`src/rtl/intc_arb_pkg.sv`:
```
package intc_arb_pkg;
  localparam int unsigned NBANK  = 3;
  localparam int unsigned BANK_W = 32;
  localparam int unsigned PRIO_W = 6;
  localparam int unsigned NCLS   = 2;

  typedef enum logic {
    CLS_IRQ = 1'b0,
    CLS_FIQ = 1'b1
  } cls_e;
endpackage

```
`src/rtl/intc_cand.sv`:
```
module intc_cand #(
  parameter int unsigned N    = 96,
  parameter int unsigned NCLS = 2
) (
  input  logic [N-1:0]    pend_i,
  input  logic [N-1:0]    mask_i,
  input  logic [N-1:0]    fiq_sel_i,
  output logic [N-1:0]    cand_o [NCLS]
);
  logic [N-1:0] live;
  assign live = pend_i & ~mask_i;

  for (genvar c = 0; c < NCLS; c++) begin : g_cls
    if (c == 0) begin : g_irq
      assign cand_o[c] = live & ~fiq_sel_i;
    end else begin : g_fiq
      assign cand_o[c] = live & fiq_sel_i;
    end
  end
endmodule

```
`src/rtl/intc_prio_tree.sv`:
```
module intc_prio_tree #(
  parameter int unsigned N  = 96,
  parameter int unsigned PW = 6,
  localparam int unsigned IW = $clog2(N),
  localparam int unsigned P  = 1 << IW
) (
  input  logic [N-1:0]    cand_i,
  input  logic [N*PW-1:0] prio_i,
  output logic            win_v_o,
  output logic [IW-1:0]   win_id_o
);
  // Heap layout: node k combines 2k (lower index) and 2k+1 (higher index).
  logic          v  [1:2*P-1];
  logic [PW-1:0] p  [1:2*P-1];
  logic [IW-1:0] id [1:2*P-1];

  for (genvar i = 0; i < P; i++) begin : g_leaf
    if (i < N) begin : g_real
      assign v[P+i]  = cand_i[i];
      assign p[P+i]  = prio_i[i*PW +: PW];
      assign id[P+i] = IW'(i);
    end else begin : g_pad
      assign v[P+i]  = 1'b0;
      assign p[P+i]  = '1;
      assign id[P+i] = '0;
    end
  end

  for (genvar k = 1; k < P; k++) begin : g_node
    logic take_hi;
    // <= keeps the higher index on equal priority
    assign take_hi = v[2*k+1] && (!v[2*k] || (p[2*k+1] <= p[2*k]));
    assign v[k]  = v[2*k] | v[2*k+1];
    assign p[k]  = take_hi ? p[2*k+1]  : p[2*k];
    assign id[k] = take_hi ? id[2*k+1] : id[2*k];
  end

  assign win_v_o  = v[1];
  assign win_id_o = id[1];
endmodule

```
`src/rtl/intc_class_ctl.sv`:
```
module intc_class_ctl #(
  parameter int unsigned IW = 7
) (
  input  logic          clk_i,
  input  logic          rst_ni,
  input  logic          trig_i,
  input  logic          rearm_i,
  input  logic          glob_en_i,
  input  logic          win_v_i,
  input  logic [IW-1:0] win_id_i,
  output logic          req_o,
  output logic          out_o,
  output logic [IW-1:0] id_o
);
  logic armed_q, req_q, out_q;
  logic [IW-1:0] id_q;
  logic fire;

  assign fire = req_q & armed_q & win_v_i & glob_en_i;

  always_ff @(posedge clk_i or negedge rst_ni) begin
    if (!rst_ni) begin
      armed_q <= 1'b1;
      req_q   <= 1'b0;
      out_q   <= 1'b0;
      id_q    <= '0;
    end else begin
      req_q <= trig_i | rearm_i;
      if (rearm_i) begin
        // re-arm beats a same-edge firing; search repeats next cycle
        out_q   <= 1'b0;
        armed_q <= 1'b1;
      end else if (fire) begin
        out_q   <= 1'b1;
        armed_q <= 1'b0;
        id_q    <= win_id_i;
      end
    end
  end

  assign req_o = req_q;
  assign out_o = out_q;
  assign id_o  = id_q;
endmodule

```
`src/rtl/intc_arbiter.sv`:
```
module intc_arbiter
  import intc_arb_pkg::*;
#(
  parameter int unsigned N_BANK = NBANK,
  parameter int unsigned B_W    = BANK_W,
  parameter int unsigned PW     = PRIO_W,
  localparam int unsigned N     = N_BANK * B_W,
  localparam int unsigned IW    = $clog2(N)
) (
  input  logic            clk_i,
  input  logic            rst_ni,
  input  logic [N-1:0]    pend_i,
  input  logic [N-1:0]    mask_i,
  input  logic [N-1:0]    fiq_sel_i,
  input  logic [N*PW-1:0] prio_i,
  input  logic            glob_en_i,
  input  logic            eval_i,
  input  logic [1:0]      rearm_i,
  output logic            irq_o,
  output logic            fiq_o,
  output logic [IW-1:0]   irq_id_o,
  output logic [IW-1:0]   fiq_id_o,
  output logic            busy_o
);
  logic [N-1:0]  cand [NCLS];
  logic          win_v  [NCLS];
  logic [IW-1:0] win_id [NCLS];
  logic          req [NCLS];
  logic          out [NCLS];
  logic [IW-1:0] id  [NCLS];

  intc_cand #(.N(N), .NCLS(NCLS)) u_cand (
    .pend_i    (pend_i),
    .mask_i    (mask_i),
    .fiq_sel_i (fiq_sel_i),
    .cand_o    (cand)
  );

  for (genvar c = 0; c < NCLS; c++) begin : g_cls
    intc_prio_tree #(.N(N), .PW(PW)) u_tree (
      .cand_i   (cand[c]),
      .prio_i   (prio_i),
      .win_v_o  (win_v[c]),
      .win_id_o (win_id[c])
    );

    intc_class_ctl #(.IW(IW)) u_ctl (
      .clk_i     (clk_i),
      .rst_ni    (rst_ni),
      .trig_i    (eval_i),
      .rearm_i   (rearm_i[c]),
      .glob_en_i (glob_en_i),
      .win_v_i   (win_v[c]),
      .win_id_i  (win_id[c]),
      .req_o     (req[c]),
      .out_o     (out[c]),
      .id_o      (id[c])
    );
  end

  assign irq_o    = out[CLS_IRQ];
  assign fiq_o    = out[CLS_FIQ];
  assign irq_id_o = id[CLS_IRQ];
  assign fiq_id_o = id[CLS_FIQ];
  assign busy_o   = req[CLS_IRQ] | req[CLS_FIQ];
endmodule

```
`config.mk`:
```
export PLATFORM = sky130hd
export DESIGN_NAME = intc_arbiter
export DESIGN_NICKNAME = d
export VERILOG_FILES = /design/src/rtl/intc_arb_pkg.sv /design/src/rtl/intc_cand.sv /design/src/rtl/intc_prio_tree.sv /design/src/rtl/intc_class_ctl.sv /design/src/rtl/intc_arbiter.sv
export SDC_FILE = /design/constraint.sdc
export NUM_CORES = 2
export LEC_CHECK = 0
export BUFFER_PORTS_ARGS = -buffer_cell sky130_fd_sc_hd__buf_2
export CAP_MARGIN = 25
export CORE_AREA = 4 4 345 347
export DETAILED_ROUTE_END_ITERATION = 8
export DIE_AREA = 0 0 349 351
export PLACE_DENSITY = 0.63
export REMOVE_ABC_BUFFERS = 1
export SLEW_MARGIN = 20
export SYNTH_ARGS = -nofsm -noshare
export SYNTH_HDL_FRONTEND = slang
export SYNTH_SLANG_ARGS = --single-unit
```
`constraint.sdc`:
```
create_clock -name clk_i -period 1.8 [get_ports clk_i]
set_input_delay 0.54 -clock clk_i [delete_from_list [all_inputs] [get_ports clk_i]]
set_output_delay 0.54 -clock clk_i [all_outputs]
set_load 0.01 [all_outputs]
```
==> implementation parameters <==
Parameter                              Value

Route
  Via total after detailed routing ... 59060
  Post-route DRC ... 0
  Number of vias per cell after detailed routing ... 5.250
  Violation count after the first detailed-routing iteration ... 3939
  Number of nets with antenna violations after routing ... 0
  Final Routed Wirelength ... 204.8 mm
  Wire length per cell after detailed routing ... 18.21 µm
  DR pass1 iterations ... 6

Worst setup path
  Worst Path Class, Setup ... input pin to flop
  Cell occurring most often along the worst timing path ... o21a_1
  Maximum single-stage delay on the critical path ... 0.54 ns
  Data arrival time at the worst-slack endpoint ... 12.20 ns
  Category of the worst setup path capture point ... flop
  Maximum fanout along the worst path ... 7
  CP Launch Type ... input pin
  Largest delay contributor family on the critical path ... compound AO/OA/AOI/OAI gates
  Required time of the worst setup path ... 1.92 ns
  Total buffers and inverters traversed by the critical path ... 9
  Critical-path top delay cell ... or4b_1

Synth
  Post-synth top flop ... dfrtp_1
  Multiplexer share of the synthesized area ... 14.50%
  Seq cells post-synth ... 20
  Post-synthesis adder-cell area fraction ... 24.19%
  Yosys warning total ... 0
  Mapped Cells ... 5948
  Area of the mapped netlist ... 0.04095 mm²
  Mean cell area of the mapped netlist ... 6.884 µm²
  Yosys cell types ... 108
  Share of flip-flops with an asynchronous set or reset after synthesis ... 100.0%
  Combinational family with the most area after synthesis ... compound AO/OA/AOI/OAI gates
  Synthesized-area fraction occupied by xor and xnor cells ... 0.6203%
  Part of the Yosys area used for sequential elements ... 1.228%
  Post-synthesis simple-gate area fraction ... 24.16%
  Compound-cell area share of the yosys netlist ... 28.07%
  Number of enable-type register cells in the synthesized netlist ... 0

Cells and area
  Share of layout cells above drive strength 1 ... 44.47%
  Post-route core utilization ... 61.18%
  Net total in the final layout ... 11310
  Area growth from synthesis to layout ... 73.15%
  Highest-count cells in the layout ignoring fill and taps ... buf_4, buf_2, ha_1
  Leading cell type in the layout, fill and taps excluded ... buf_4

Timing
  Slew @ Worst Pin ... 0.9055 ns
  Clock period minus final worst setup slack ... 12.09 ns
  Setup-violating endpoint count in the final report ... 18
  Clock skew after layout ... 0.009389 ns
  Unrepaired setup endpoints after global routing ... yes
  Share of the clock period used by the worst path ... 671.5%
  Slew HR ... 39.27%
  Count of final hold-check violations ... 0
  Final worst-path setup slack ... -10.29 ns
  Fin. max-slew vios ... 0
  Achievable frequency ... 0.08274 GHz

Clocking
  Root Buffer Master ... clkbuf_16
  Later-pin clock latency in the skew report ... 0.27 ns
  Level count of the clock H-tree ... 1
  CTS tree ... done
  Total clock sinks ... 20
  Buffers from clock root to sink, at most ... 2
  CTS clk-pin slew, worst paths ... 0.07 ns
  Total clock buffers created by CTS ... 3
  Count of hold-fix buffers inserted at cts ... 0

Floorplanning
  DIE HEIGHT ... 351 µm
  Ports ... 887
  Number of placement rows ... 125
  Starting Density ... 35.33%
  Die span in x ... 349 µm
  Die Outline Area ... 0.1225 mm²
  Placeable Area ... 0.1159 mm²

Global routing
  Wire length of the first global-routing pass ... 308.7 mm
  Global-route congestion overflow total ... 0
  Antenna violations before repair ... 70
  Maximum number of pins on one net before global-route repair ... 21
  Vias in the first global route ... 58540
  Total Routing Usage GR ... 31.17%

Run status
  Failing checks ... negative setup slack
  Outcome ... finished with violations

Power and ir drop
  Power density relative to cell area ... 633.5 mW/mm²
  Total power ... 44920 µW
  Cell leakage power ... 0.03883 µW
  Worst voltage drop across the vdd grid ... 0.001266 V

Place
  Routability congestion estimate ... 1.001
  Number of input and output port buffers inserted ... 886
  Hpwl dp ... 183.5 mm
  Worst Setup Slack post-DPL ... -11.36 ns

Job
  Max-Cap Viols ... 0

Min path
  Worst min-delay path class ... input pin to async pin
what timing repair did:
action                     in CTS  in global routing
gates cloned                    1                  0
resized for setup             315                100
pin swaps                     110                 45
setup buffers                  71                 22
setup endpoints to repair      18                 18
cells by family after synthesis:
kind of cell    after synthesis
mux                         574
compound gates             1776
fa+ha+maj                   794
xor+xnor                     29
buf+inv                     789
simple gates               1966
flops                        20
cell type report:
cell class              instances  area, µm²
fillers                     10590      44990
multi-input cells            5139      38890
repair buffers               3822      26790
inverters                     675       2542
well taps                    1524       1907
flip-flops and latches         20      503.0
diodes                         64      160.2
clock buffers                   3      75.07
clock inverters                 1      30.03
synth_stat cells (all sizes together) (16+ instances only):
cell type    n  area [µm²]
mux2i      433        4338
xnor2       20       175.2
or2         31       193.9
o21ai      468        2342
nor2       508        1917
o221ai      27       236.5
o21a       215        1614
and3        42       267.8
ha         782        9784
and2        54       340.3
and4        31       271.5
nor3        66       330.3
o22ai       34       219.0
nor2b      169        1057
o2111ai     16       140.1
a21boi      21       157.7
nor3b       63       473.0
o31ai       44       350.3
dfrtp       18       450.4
nand3b      70       525.5
and3b       29       254.0
or3b        21       186.4
clkbuf     107       401.6
a211oi      51       417.9
nand3       88       440.4
a21o        65       488.0
nand2b     100       625.6
a2111oi     16       153.9
nand4      102       638.1
o211ai      51       382.9
inv        674        2530
mux2       140        1577
a221oi      20       181.4
a21oi      465        2331
nand2      551        2068
a31oi       58       369.1
o31a        36       315.3
through the flow:
stage               cells  hold WS [ns]  setup TNS, ns  cell area, µm²
floorplan            5834        0.2444        -174.96           40520
global placement    11100        0.4594        -159.71           68380
detailed placement  11100        0.4646        -164.57           68380
CTS                 11180        0.2822        -145.72           70340
global route        11230        0.3107        -156.83           70850
finish              11250        0.2874        -147.84           70900
worst register-to-register path, delay by kind of cell (launching register included):
family	cells	cell delay (ns)
AO/OA/AOI/OAI	3	0.53
buffers and inverters	2	0.31
flip-flops	1	0.52
AND/OR/NAND/NOR	1	0.38
flip-flops by register name, summed over array words and instances, names as in the netlist:
signal               count
g_cls.u_ctl.out_o        2
g_cls.u_ctl.armed_q      2
g_cls.u_ctl.req_o        2
g_cls.u_ctl.id_o        14
routing by layer:
| metal | vias to the layer above | part of all wire [%] | GRT usage, % |
|---|---|---|---|
| li1 | 29300 | - | - |
| met5 | - | 0.042 | 0 |
| met4 | 14 | 4.4 | 12.65 |
| met3 | 434 | 5.7 | 3.942 |
| met1 | 27480 | 43 | 38.05 |
| met2 | 1823 | 47 | 55.28 |
worst paths after layout:
check,startpoint,endpoint,slack [ns],cells after the start
setup reg to reg,g_cls[1].u_ctl.armed_q$_DFFE_PN1P_,g_cls[1].u_ctl.id_o[2]$_DFFE_PN0P_,-0.05,6
max in group asynchronous,rst_ni,g_cls[0].u_ctl.id_o[0]$_DFFE_PN0P_,1.11,1
min in group clk_i,g_cls[0].u_ctl.id_o[6]$_DFFE_PN0P_,g_cls[0].u_ctl.id_o[6]$_DFFE_PN0P_,0.48,1
setup / recovery,prio_i[85],g_cls[0].u_ctl.id_o[0]$_DFFE_PN0P_,-10.29,76
hold / removal,rst_ni,g_cls[0].u_ctl.id_o[3]$_DFFE_PN0P_,0.29,1
hold reg to reg,g_cls[0].u_ctl.id_o[6]$_DFFE_PN0P_,g_cls[0].u_ctl.id_o[6]$_DFFE_PN0P_,0.48,1
power by group:
part / switching [µW] / internal, µW
logic: 21300 / 22300
clock network: 203 / 442
registers: 106 / 612
Note: power is estimated with default switching activity, not from simulation.
